===== config.mk =====
export PLATFORM = sky130hd
export DESIGN_NAME = win_head_resolver
export DESIGN_NICKNAME = d
export VERILOG_FILES = /design/src/rtl/whr_pkg.sv /design/src/rtl/whr_scan_ctrl.sv /design/src/rtl/whr_byte_eval.sv /design/src/rtl/whr_cull.sv /design/src/rtl/win_head_resolver.sv
export SDC_FILE = /design/constraint.sdc
export NUM_CORES = 1
export LEC_CHECK = 0
export BUFFER_PORTS_ARGS = -buffer_cell sky130_fd_sc_hd__buf_2
export CAP_MARGIN = 30
export CORE_ASPECT_RATIO = 1.1
export CORE_MARGIN = 2
export CORE_UTILIZATION = 30
export DETAILED_ROUTE_END_ITERATION = 12
export PLACE_DENSITY_LB_ADDON = 0.15
export SYNTH_ARGS = -nofsm -noshare
export SYNTH_HDL_FRONTEND = slang
export SYNTH_SLANG_ARGS = --single-unit

===== constraint.sdc =====
create_clock -name clk -period 2.5 [get_ports clk]
set_input_delay 0.625 -clock clk [delete_from_list [all_inputs] [get_ports clk]]
set_output_delay 0.625 -clock clk [all_outputs]
set_load 0.1 [all_outputs]

===== src/rtl/whr_pkg.sv =====
package whr_pkg;

  typedef enum logic [1:0] {
    WHR_IDLE  = 2'd0,
    WHR_SCAN  = 2'd1,
    WHR_FINAL = 2'd2
  } whr_state_e;

  localparam int ERR_W       = 4;
  localparam int ERR_EMPTY   = 0;
  localparam int ERR_WINDOW  = 1;
  localparam int ERR_HEAD    = 2;
  localparam int ERR_MULTI   = 3;

endpackage


===== src/rtl/whr_scan_ctrl.sv =====
module whr_scan_ctrl #(
  parameter int NUM_WIN   = 8,
  parameter int WIN_CNT_W = $clog2(NUM_WIN + 1)
) (
  input  logic                 clk,
  input  logic                 rst_n,
  input  logic                 start_i,
  output logic                 accept_o,
  output logic                 scan_o,
  output logic [WIN_CNT_W-1:0] idx_o,
  output logic                 final_o
);
  import whr_pkg::*;

  localparam logic [WIN_CNT_W-1:0] LAST_IDX = WIN_CNT_W'(NUM_WIN - 1);

  whr_state_e           state_q;
  logic [WIN_CNT_W-1:0] idx_q;

  assign accept_o = (state_q == WHR_IDLE) && start_i;
  assign scan_o   = (state_q == WHR_SCAN);
  assign final_o  = (state_q == WHR_FINAL);
  assign idx_o    = idx_q;

  always_ff @(posedge clk or negedge rst_n) begin
    if (!rst_n) begin
      state_q <= WHR_IDLE;
      idx_q   <= '0;
    end else begin
      unique case (state_q)
        WHR_IDLE: begin
          if (start_i) begin
            state_q <= WHR_SCAN;
            idx_q   <= '0;
          end
        end
        WHR_SCAN: begin
          if (idx_q == LAST_IDX) begin
            state_q <= WHR_FINAL;
          end else begin
            idx_q <= idx_q + 1'b1;
          end
        end
        WHR_FINAL: state_q <= WHR_IDLE;
        default:   state_q <= WHR_IDLE;
      endcase
    end
  end

endmodule


===== src/rtl/whr_byte_eval.sv =====
module whr_byte_eval #(
  parameter int HEAD_BITS  = 8,
  parameter int WIN_CNT_W  = 4,
  parameter int HEAD_CNT_W = $clog2(HEAD_BITS + 1),
  parameter int HEAD_IDX_W = (HEAD_BITS > 1) ? $clog2(HEAD_BITS) : 1
) (
  input  logic [HEAD_BITS-1:0]  byte_i,
  input  logic [WIN_CNT_W-1:0]  win_idx_i,
  input  logic [WIN_CNT_W-1:0]  hw_win_i,
  input  logic [HEAD_CNT_W-1:0] hw_head_i,
  output logic                  win_bad_o,
  output logic                  head_bad_o,
  output logic                  multi_o,
  output logic                  good_o,
  output logic [HEAD_IDX_W-1:0] head_idx_o,
  output logic [HEAD_BITS-1:0]  head_hot_o
);

  logic                 nonzero;
  logic                 win_ok;
  logic [HEAD_BITS-1:0] out_of_range;

  always_comb begin
    for (int h = 0; h < HEAD_BITS; h++) begin
      out_of_range[h] = !(HEAD_CNT_W'(h) < hw_head_i);
    end
  end

  always_comb begin
    head_idx_o = '0;
    for (int h = HEAD_BITS - 1; h >= 0; h--) begin
      if (byte_i[h]) head_idx_o = HEAD_IDX_W'(h);
    end
  end

  assign nonzero    = |byte_i;
  assign win_ok     = win_idx_i < hw_win_i;
  assign win_bad_o  = nonzero && !win_ok;
  assign head_bad_o = win_ok && (|(byte_i & out_of_range));
  assign multi_o    = win_ok && (|(byte_i & (byte_i - 1'b1)));
  assign good_o     = nonzero && win_ok && !head_bad_o && !multi_o;
  assign head_hot_o = good_o ? byte_i : '0;

endmodule


===== src/rtl/whr_cull.sv =====
module whr_cull #(
  parameter int HEAD_BITS  = 8,
  parameter int HEAD_CNT_W = $clog2(HEAD_BITS + 1)
) (
  input  logic [HEAD_BITS-1:0]  occupied_i,
  input  logic [HEAD_CNT_W-1:0] hw_head_i,
  output logic [HEAD_BITS-1:0]  head_en_o
);

  logic [HEAD_BITS-1:0] live;

  always_comb begin
    for (int h = 0; h < HEAD_BITS; h++) begin
      live[h] = occupied_i[h] && (HEAD_CNT_W'(h) < hw_head_i);
    end
  end

  generate
    for (genvar h = 0; h < HEAD_BITS; h++) begin : g_prefix
      if (h == 0) begin : g_first
        assign head_en_o[h] = live[h];
      end else begin : g_rest
        assign head_en_o[h] = head_en_o[h-1] && live[h];
      end
    end
  endgenerate

endmodule


===== src/rtl/win_head_resolver.sv =====
module win_head_resolver #(
  parameter int NUM_WIN    = 8,
  parameter int HEAD_BITS  = 8,
  parameter int MASK_W     = NUM_WIN * HEAD_BITS,
  parameter int WIN_CNT_W  = $clog2(NUM_WIN + 1),
  parameter int HEAD_CNT_W = $clog2(HEAD_BITS + 1),
  parameter int HEAD_IDX_W = (HEAD_BITS > 1) ? $clog2(HEAD_BITS) : 1
) (
  input  logic                          clk,
  input  logic                          rst_n,
  input  logic                          start_i,
  input  logic                          mask_present_i,
  input  logic [MASK_W-1:0]             assign_mask_i,
  input  logic [WIN_CNT_W-1:0]          hw_win_count_i,
  input  logic [HEAD_CNT_W-1:0]         hw_head_count_i,
  output logic                          done_o,
  output logic                          valid_o,
  output logic                          error_o,
  output logic [3:0]                    err_flags_o,
  output logic [NUM_WIN-1:0]            win_en_o,
  output logic [NUM_WIN*HEAD_IDX_W-1:0] win_head_o,
  output logic [HEAD_BITS-1:0]          head_en_o
);
  import whr_pkg::*;

  localparam int WIN_IDX_W = (NUM_WIN > 1) ? $clog2(NUM_WIN) : 1;

  // ---------------- control ----------------
  logic                 accept;
  logic                 scanning;
  logic                 finishing;
  logic [WIN_CNT_W-1:0] scan_idx;

  whr_scan_ctrl #(
    .NUM_WIN   (NUM_WIN),
    .WIN_CNT_W (WIN_CNT_W)
  ) u_ctrl (
    .clk      (clk),
    .rst_n    (rst_n),
    .start_i  (start_i),
    .accept_o (accept),
    .scan_o   (scanning),
    .idx_o    (scan_idx),
    .final_o  (finishing)
  );

  // ---------------- default pairing ----------------
  logic [MASK_W-1:0] default_mask;

  generate
    for (genvar w = 0; w < NUM_WIN; w++) begin : g_default
      if ((w / 2) < HEAD_BITS) begin : g_pair
        localparam logic [WIN_CNT_W-1:0]  WV = WIN_CNT_W'(w);
        localparam logic [HEAD_CNT_W-1:0] HV = HEAD_CNT_W'(w / 2);
        assign default_mask[w*HEAD_BITS +: HEAD_BITS] =
          ((WV < hw_win_count_i) && (HV < hw_head_count_i)) ?
          HEAD_BITS'(1) << (w / 2) : '0;
      end else begin : g_none
        assign default_mask[w*HEAD_BITS +: HEAD_BITS] = '0;
      end
    end
  endgenerate

  // ---------------- latched run inputs ----------------
  logic [MASK_W-1:0]     mask_q;
  logic [WIN_CNT_W-1:0]  hw_win_q;
  logic [HEAD_CNT_W-1:0] hw_head_q;

  always_ff @(posedge clk or negedge rst_n) begin
    if (!rst_n) begin
      mask_q    <= '0;
      hw_win_q  <= '0;
      hw_head_q <= '0;
    end else if (accept) begin
      mask_q    <= mask_present_i ? assign_mask_i : default_mask;
      hw_win_q  <= hw_win_count_i;
      hw_head_q <= hw_head_count_i;
    end
  end

  // ---------------- per-window evaluation ----------------
  logic [HEAD_BITS-1:0]  cur_byte;
  logic                  cur_win_bad;
  logic                  cur_head_bad;
  logic                  cur_multi;
  logic                  cur_good;
  logic [HEAD_IDX_W-1:0] cur_head;
  logic [HEAD_BITS-1:0]  cur_hot;

  assign cur_byte = mask_q[int'(scan_idx) * HEAD_BITS +: HEAD_BITS];

  whr_byte_eval #(
    .HEAD_BITS  (HEAD_BITS),
    .WIN_CNT_W  (WIN_CNT_W),
    .HEAD_CNT_W (HEAD_CNT_W),
    .HEAD_IDX_W (HEAD_IDX_W)
  ) u_eval (
    .byte_i     (cur_byte),
    .win_idx_i  (scan_idx),
    .hw_win_i   (hw_win_q),
    .hw_head_i  (hw_head_q),
    .win_bad_o  (cur_win_bad),
    .head_bad_o (cur_head_bad),
    .multi_o    (cur_multi),
    .good_o     (cur_good),
    .head_idx_o (cur_head),
    .head_hot_o (cur_hot)
  );

  // ---------------- accumulation ----------------
  logic [HEAD_BITS-1:0]  occ_q;
  logic [ERR_W-1:0]      err_q;
  logic [NUM_WIN-1:0]    asg_q;
  logic [HEAD_IDX_W-1:0] head_q [NUM_WIN];

  always_ff @(posedge clk or negedge rst_n) begin
    if (!rst_n) begin
      occ_q <= '0;
      err_q <= '0;
      asg_q <= '0;
      for (int w = 0; w < NUM_WIN; w++) head_q[w] <= '0;
    end else if (accept) begin
      occ_q <= '0;
      err_q <= '0;
      asg_q <= '0;
      for (int w = 0; w < NUM_WIN; w++) head_q[w] <= '0;
    end else if (scanning) begin
      occ_q             <= occ_q | cur_hot;
      err_q[ERR_WINDOW] <= err_q[ERR_WINDOW] | cur_win_bad;
      err_q[ERR_HEAD]   <= err_q[ERR_HEAD]   | cur_head_bad;
      err_q[ERR_MULTI]  <= err_q[ERR_MULTI]  | cur_multi;
      asg_q[scan_idx[WIN_IDX_W-1:0]]  <= cur_good;
      head_q[scan_idx[WIN_IDX_W-1:0]] <= cur_head;
    end
  end

  // ---------------- culling and final result ----------------
  logic [HEAD_BITS-1:0]          head_en_n;
  logic [ERR_W-1:0]              err_n;
  logic                          any_err;
  logic [NUM_WIN-1:0]            win_en_n;
  logic [NUM_WIN*HEAD_IDX_W-1:0] win_head_n;

  whr_cull #(
    .HEAD_BITS  (HEAD_BITS),
    .HEAD_CNT_W (HEAD_CNT_W)
  ) u_cull (
    .occupied_i (occ_q),
    .hw_head_i  (hw_head_q),
    .head_en_o  (head_en_n)
  );

  always_comb begin
    err_n            = err_q;
    err_n[ERR_EMPTY] = ~|mask_q;
    any_err          = |err_n;
    for (int w = 0; w < NUM_WIN; w++) begin
      win_en_n[w] = !any_err && asg_q[w] && head_en_n[head_q[w]];
      win_head_n[w*HEAD_IDX_W +: HEAD_IDX_W] = win_en_n[w] ? head_q[w] : '0;
    end
  end

  always_ff @(posedge clk or negedge rst_n) begin
    if (!rst_n) begin
      done_o      <= 1'b0;
      valid_o     <= 1'b0;
      error_o     <= 1'b0;
      err_flags_o <= '0;
      win_en_o    <= '0;
      win_head_o  <= '0;
      head_en_o   <= '0;
    end else begin
      done_o <= finishing;
      if (finishing) begin
        valid_o     <= !any_err;
        error_o     <= any_err;
        err_flags_o <= err_n;
        win_en_o    <= win_en_n;
        win_head_o  <= win_head_n;
        head_en_o   <= any_err ? '0 : head_en_n;
      end
    end
  end

endmodule


; ---- After elaboration in Yosys (flattened, before gate mapping)
; Cells that the tools add are included.
; Widths: inputs -> output; s select.
[classes]
n_bitwise = 7
reduce_logical = 71
magnitude_cmp = 33
eq_ne = 6
shift = 1
addsub = 2
n_mux = 63
[ops]
columns = cell, count
row1 = $mux 64, 1
row2 = $reduce_or 64->1, 1
row3 = $shiftx 64x8->8, 1
row4 = $mux 3, 21
row5 = $logic_and 1x1->1, 48
row6 = $mux 24, 2
row7 = $mux 8, 6
row8 = $lt 3x4->1 const B, 9
row9 = $lt 3x4->1 const A, 8
row10 = $bmux 1 s3, 8
row11 = $bwmux 24, 1
row12 = $lt 1x4->1 const A, 6
row13 = $lt 2x4->1 const A, 6
row14 = $reduce_or 8->1, 3
row15 = $and 8x8->8, 2
row16 = $mux 4, 4
row17 = $logic_not 1->1, 13
row18 = $mux 1, 11
row19 = $demux 3 s3, 1
row20 = $bwmux 8, 1
row21 = $mux 2, 4
row22 = $or 8x8->8, 1
row23 = $pmux 4 s2, 1
row24 = $sub 8x1->8 const B, 1
row25 = other kinds (19), 23
[word_totals]
register_bits = 168
out_inout_bits = 47
inputBits = 76
word_cells = 206

; ---- Depth between registers and ports, before layout
[logic_depth]
ltp_word = 13
ltp_mapped = 11
ltp_nobuf = 8

; ---- By module
; From an unflattened synthesis, not the netlist that was laid out.
[unflattened]
cells_unflattened = 800
area_unflattened_um2 = 8416.8
[modules_own_cells]
columns = module, cells_per_inst, instances, seq_area_each_um2, area_each_um2
row1 = win_head_resolver, 677, 1, 4053.9, 7473.4
row2 = whr_byte_eval, 76, 1, 0.0, 528.0
row3 = whr_scan_ctrl, 27, 1, 150.1, 295.3
row4 = whr_cull, 20, 1, 0.0, 120.1

; ---- Least setup slack after synthesis
; Ideal clock, no wire load.
[synth_timing]
kind = register to register
startpoint = reg u_ctrl.idx_q[0], in the netlist u_ctrl.idx_o[0]
endpoint = reg asg_q[7]
setup_ns = 0.095
setup_slack_ns = 0.041
required_time_ns = 2.405
arrival_ns = 2.364
stages_incl_launch_ff = 10
synth_period_minus_slack_ns = 2.459
path_buffers = 2
path_cell_list = dfrtp_1 -> buf_6 -> mux4_2 -> mux2_2 -> a21oi_2 -> o21ai_0 -> o21bai_2 -> nand3_2 -> buf_6 -> o31ai_2
[synth_via]
elab_chain_cells = 10
word_cells_on_any_way = 23
classes_between = 1 x add/sub / 3 x order compare / 1 x shift / 5 x mux / 2 x bitwise / 11 x reduce/logical
[synth_lines]
columns = item, line
row1 = "start, declared", whr_scan_ctrl.sv:18  ; logic [WIN_CNT_W-1:0] idx_q;
row2 = "start signal, assigned", whr_scan_ctrl.sv:41  ; idx_q <= idx_q + 1'b1;
row3 = $shiftx 64x8->8, win_head_resolver.sv:90  ; assign cur_byte = mask_q[int'(scan_idx) * HEAD_BITS +: HEAD_BITS];
row4 = $sub 8x1->8 / $and 8x8->8 (equally long branches), "whr_byte_eval.sv:40, whr_byte_eval.sv:39"
row5 = $and 8x8->8 / $reduce_or 8->1 (equally long branches), "whr_byte_eval.sv:40, whr_byte_eval.sv:39"
row6 = $reduce_or 8->1 / $logic_and 1x1->1 (equally long branches), "whr_byte_eval.sv:40, whr_byte_eval.sv:39"
row7 = $logic_and 1x1->1 / $logic_not 1->1 (equally long branches), "whr_byte_eval.sv:40, whr_byte_eval.sv:41"
row8 = $logic_not 1->1 / $logic_and 1x1->1 (equally long branches), whr_byte_eval.sv:41  ; assign good_o = nonzero && win_ok && !head_bad_o && !multi_o;
row9 = $logic_and 1x1->1, whr_byte_eval.sv:41
row10 = $bwmux 8 (*), win_head_resolver.sv:132  ; asg_q[scan_idx[WIN_IDX_W-1:0]] <= cur_good;
row11 = $mux 8 (*), win_head_resolver.sv:127  ; end else if (scanning) begin
row12 = $mux 8 (*), win_head_resolver.sv:122  ; end else if (accept) begin
row13 = "end signal, assigned by index", win_head_resolver.sv:132
row14 = "end, declared", win_head_resolver.sv:113  ; logic [NUM_WIN-1:0] asg_q;
; Mark *: on every way between the ends. The rest lies on a longest branch, timed or not. The select of a mux whose other input is x is not followed.
; A chain may end at the register's enable or synchronous reset.

; ---- Worst setup path after layout
[layout_timing]
startpoint = reg u_ctrl.idx_q[0], in the netlist u_ctrl.idx_o[0]
endpoint = reg asg_q[4]
; The elaborated chain is that of the path after synthesis.

==> impl_results.rst <==
.. list-table::
   :header-rows: 1

   * - Metric
     - Value
   * - Final setup fails
     - 49
   * - Number of antenna cells inserted
     - 0
   * - Pint
     - 7.982 mW
   * - Layout overhead on the synthesized area
     - 29.77%
   * - Pins Over Slew Limit
     - 0
   * - Post-Synthesis Mean Instance Area
     - 9.851 sq um
   * - Syn_nets
     - 907
   * - Placed wire-length estimate
     - 17740 um
   * - Logic gate share of total power
     - 0.477
   * - Most frequent standard cell in the layout excluding fill and tap cells
     - nand2_1
   * - Maximum achievable frequency
     - 385.1 MHz
   * - Total power draw
     - 13.91 mW
   * - Total leakage power
     - 5.111 nW
   * - Worst path setup slack after routing
     - -0.09676 ns
   * - Result of the run
     - complete, but fails checks
   * - Total detailed-routing wirelength
     - 24440 um
   * - Total die area
     - 28490 sq um
   * - Wire length on met2
     - 12180 um
   * - Top sig layer
     - met4
   * - Detailed Routing Iterations Pass 1
     - 4
   * - Antenna viol nets, final
     - 0
   * - Routability Congestion
     - 0.8649
   * - Worst path slowest cell
     - mux4_2
   * - Final net count
     - 1069
   * - Dominant cell type by area after synthesis
     - dfrtp_1
   * - Power per cell area
     - 1316 nW/um^2
   * - Number of cell rows
     - 63
   * - Vertical die dimension
     - 176.8 um
   * - Num ports
     - 123
   * - CP cell instances
     - buf_12 > mux4_2 > buf_6 > mux2i_4 > buf_4 > buf_4 > o21ai_1 > o21bai_2 > nand3_2 > buf_12 > o31ai_4
   * - Residual DRC
     - 0
   * - Post-synth cell types
     - 64
   * - Clk Tree Root Cell
     - clkbuf_16
   * - Aggregate negative setup slack
     - -2.203 ns
   * - Count of hold-fix buffers inserted at cts
     - 0
   * - Core area
     - 26800 sq um
   * - Routed via count divided by cell count
     - 5.045
   * - CTS HTree Levels
     - 4
   * - Initial core utilization
     - 0.3040
   * - First-pass GRT wire length
     - 39300 um
   * - Worst Skew
     - 0.01272 ns
   * - Most frequently used flop master after synthesis
     - dfrtp_1
   * - Maximum ir drop on the vdd rail
     - 0.6717 mV
   * - Number of sinks driven by the clock tree
     - 168
   * - Worst-Skew Late Latency
     - 0.44 ns
   * - Crit path launch type
     - register
   * - Detailed-route wire length on metal 1
     - 11110 um
   * - Width of the die
     - 161.1 um
   * - Total met3 wirelength after detailed routing
     - 664 um
   * - Crit path kind
     - register to register
   * - Max_cap viols
     - 0
   * - Total gr overflow
     - 0
   * - Fraction of power consumed by the clock network
     - 0.190
   * - Synth Instances
     - 827
   * - Part of the Yosys area used for sequential elements
     - 0.5160
   * - Number of global-route vias before repair
     - 6985
   * - Layout cell share with drive strength beyond 1
     - 0.3087
   * - Worst Max-Slew Pin Slew
     - 0.5946 ns
   * - CP Data Arrival Time
     - 2.94 ns
   * - Sw Pwr
     - 5.926 mW
   * - Iteration-0 DRC count of the detailed router
     - 461
   * - Number of buffers inserted by port buffering
     - 122
   * - Register share of total power
     - 0.333
   * - Critical path's largest stage delay
     - 0.53 ns
   * - Number of hold violations in the final report
     - 0
   * - Cell Area, Synth
     - 8147 sq um
   * - Number of buffers created by CTS
     - 17
   * - Yosys warns
     - 0
   * - Worst setup EP type
     - register
   * - Clock transition at the registers of the reported paths
     - 0.07 ns
   * - Most used cells in the layout excluding fill and tap cells
     - nand2_1 (206), dfrtp_1 (164), buf_2 (121)
   * - Largest cells by area after synthesis
     - dfrtp_1 (52%), nand2_1 (9.5%), nand3_1 (5.7%), a22o_1 (2.9%), mux4_2 (2.8%)
   * - Required time at the endpoint of the critical path
     - 2.84 ns
   * - Unrepaired setup endpoints after global routing
     - yes
   * - All-layer global routing usage
     - 0.1774
   * - EDFF count, synth
     - 0
   * - Total via count in the routed design
     - 6851
   * - Synth top area share
     - 0.5160
   * - Clock period minus worst slack
     - 2.597 ns
   * - Crit path max fanout
     - 8
   * - Synthesized flop and latch total
     - 168
   * - Clock buffer depth
     - 2
   * - Number of antenna violations at the first check in global routing
     - 0
   * - Violations in the final reports
     - negative setup slack
   * - Largest net degree at the start of global routing
     - 74
   * - Tcrit/Tclk final
     - 1.039
   * - DR WL/cell
     - 18.00 um
   * - Kind of path behind the tightest hold check
     - input pin to asynchronous set/reset pin
   * - Clock tree from TritonCTS
     - done
   * - Fraction of power spent switching nets
     - 0.4261
   * - Relative slew margins
     - 0.6028
   * - Async S/R FF share, synth
     - 1.000
## final cells by class
class | instances | area [sq um]
fillers | 2763 | 16230
flip-flops and latches | 168 | 4209
multi-input cells | 598 | 3973
repair buffers | 197 | 1344
well taps | 357 | 446.7
clock buffers | 17 | 425.4
clock inverters | 14 | 147.6
inverters | 7 | 26.28
## kinds of logic (layout without fill, tap and decap cells)
family                   after synthesis  in the layout  synth area share
flip-flops                           168            168            0.5160
multiplexers                          28             28           0.05590
buffers and inverters                 61            235           0.03225
adder cells (fa/ha/maj)                6              6          0.008601
AND/OR/NAND/NOR                      386            386            0.2207
AO/OA/AOI/OAI                        178            178            0.1665
## cells in the mapped netlist, drive strengths merged, types with 10 or more instances
library cell and count:
nand2 207, dfrtp 168, nand3 94, o21ai 45
clkbuf 35, a22o 27, buf 19, nor2 17
nor4 17, a21o 12, o31ai 12, a211oi 11
a21oi 11, mux2i 11, mux4 10
## metal layers
layer  up-vias  track usage
met5         -            0
met4         0      0.05655
met3        36      0.02601
met2       129       0.3019
met1      3351       0.2334
li1       3335            -
## power by group through the flow
stage          Combinational [mW]  Clock [mW]  Sequential [mW]
2_1_floorplan                3.65           0             4.33
3_3_place_gp                 5.70           0             4.63
3_5_place_dp                 5.76           0             4.61
4_1_cts                      6.09        2.71             4.57
5_1_grt                      7.27        2.81             4.75
6_report                     6.63        2.64             4.63
## final timing paths
kind | slack (ns) | end | cells after the start | startpoint
setup / recovery | -0.1 | asg_q[4] | 11 | u_ctrl.idx_o[0]
hold / removal | 0.01 | done_o | 1 | rst_n
setup reg to reg | -0.1 | asg_q[4] | 11 | u_ctrl.idx_o[0]
hold reg to reg | 0.47 | err_flags_o[0] | 2 | err_flags_o[0]
max in group asynchronous | 1.84 | win_en_o[5] | 2 | rst_n
min in group clk | 0.41 | mask_q[2] | 3 | assign_mask_i[2]
## flip-flops by register name, summed over array words and instances (netlist names), 8 cells and up
| register | flops |
|---|---|
| head_en_o | 8 |
| head_q | 24 |
| win_head_o | 24 |
| occ_q | 8 |
| mask_q | 64 |
| asg_q | 8 |
| win_en_o | 8 |
## critical path: cells and delay by family, from the launching register on
family          cells  cell delay, ns
flops               1            0.37
buf+inv             5            0.75
simple gates        1            0.17
mux                 2            0.69
compound gates      3            0.52
## stage by stage
step / utilization / hold WS (ns) / worst slack (ns) / cells / instance area, sq um
after detailed placement: 0.3572 / 0.4579 / -0.2356 / 1317 / 9573
after CTS: 0.3833 / 0.0009538 / -0.04279 / 1352 / 10270
after global placement: 0.3572 / 0.4540 / -0.2961 / 1317 / 9573
final: 0.3944 / 0.01197 / -0.09676 / 1358 / 10570
after floorplan: - / 0.3294 / 0.04145 / 827 / 8147
after global routing: 0.3944 / 0.005939 / -0.1756 / 1358 / 10570
## what timing repair did
| item | 4_1_cts | 5_1_grt |
|---|---|---|
| pin swaps | 9 | 28 |
| setup buffers | 4 | 6 |
| cloned | 0 | 1 |
| hold endpoints to repair | 0 | 0 |
| setup endpoints to repair | 71 | 75 |
| gates resized for setup | 19 | 45 |
Power figures use the tool's default switching activity.
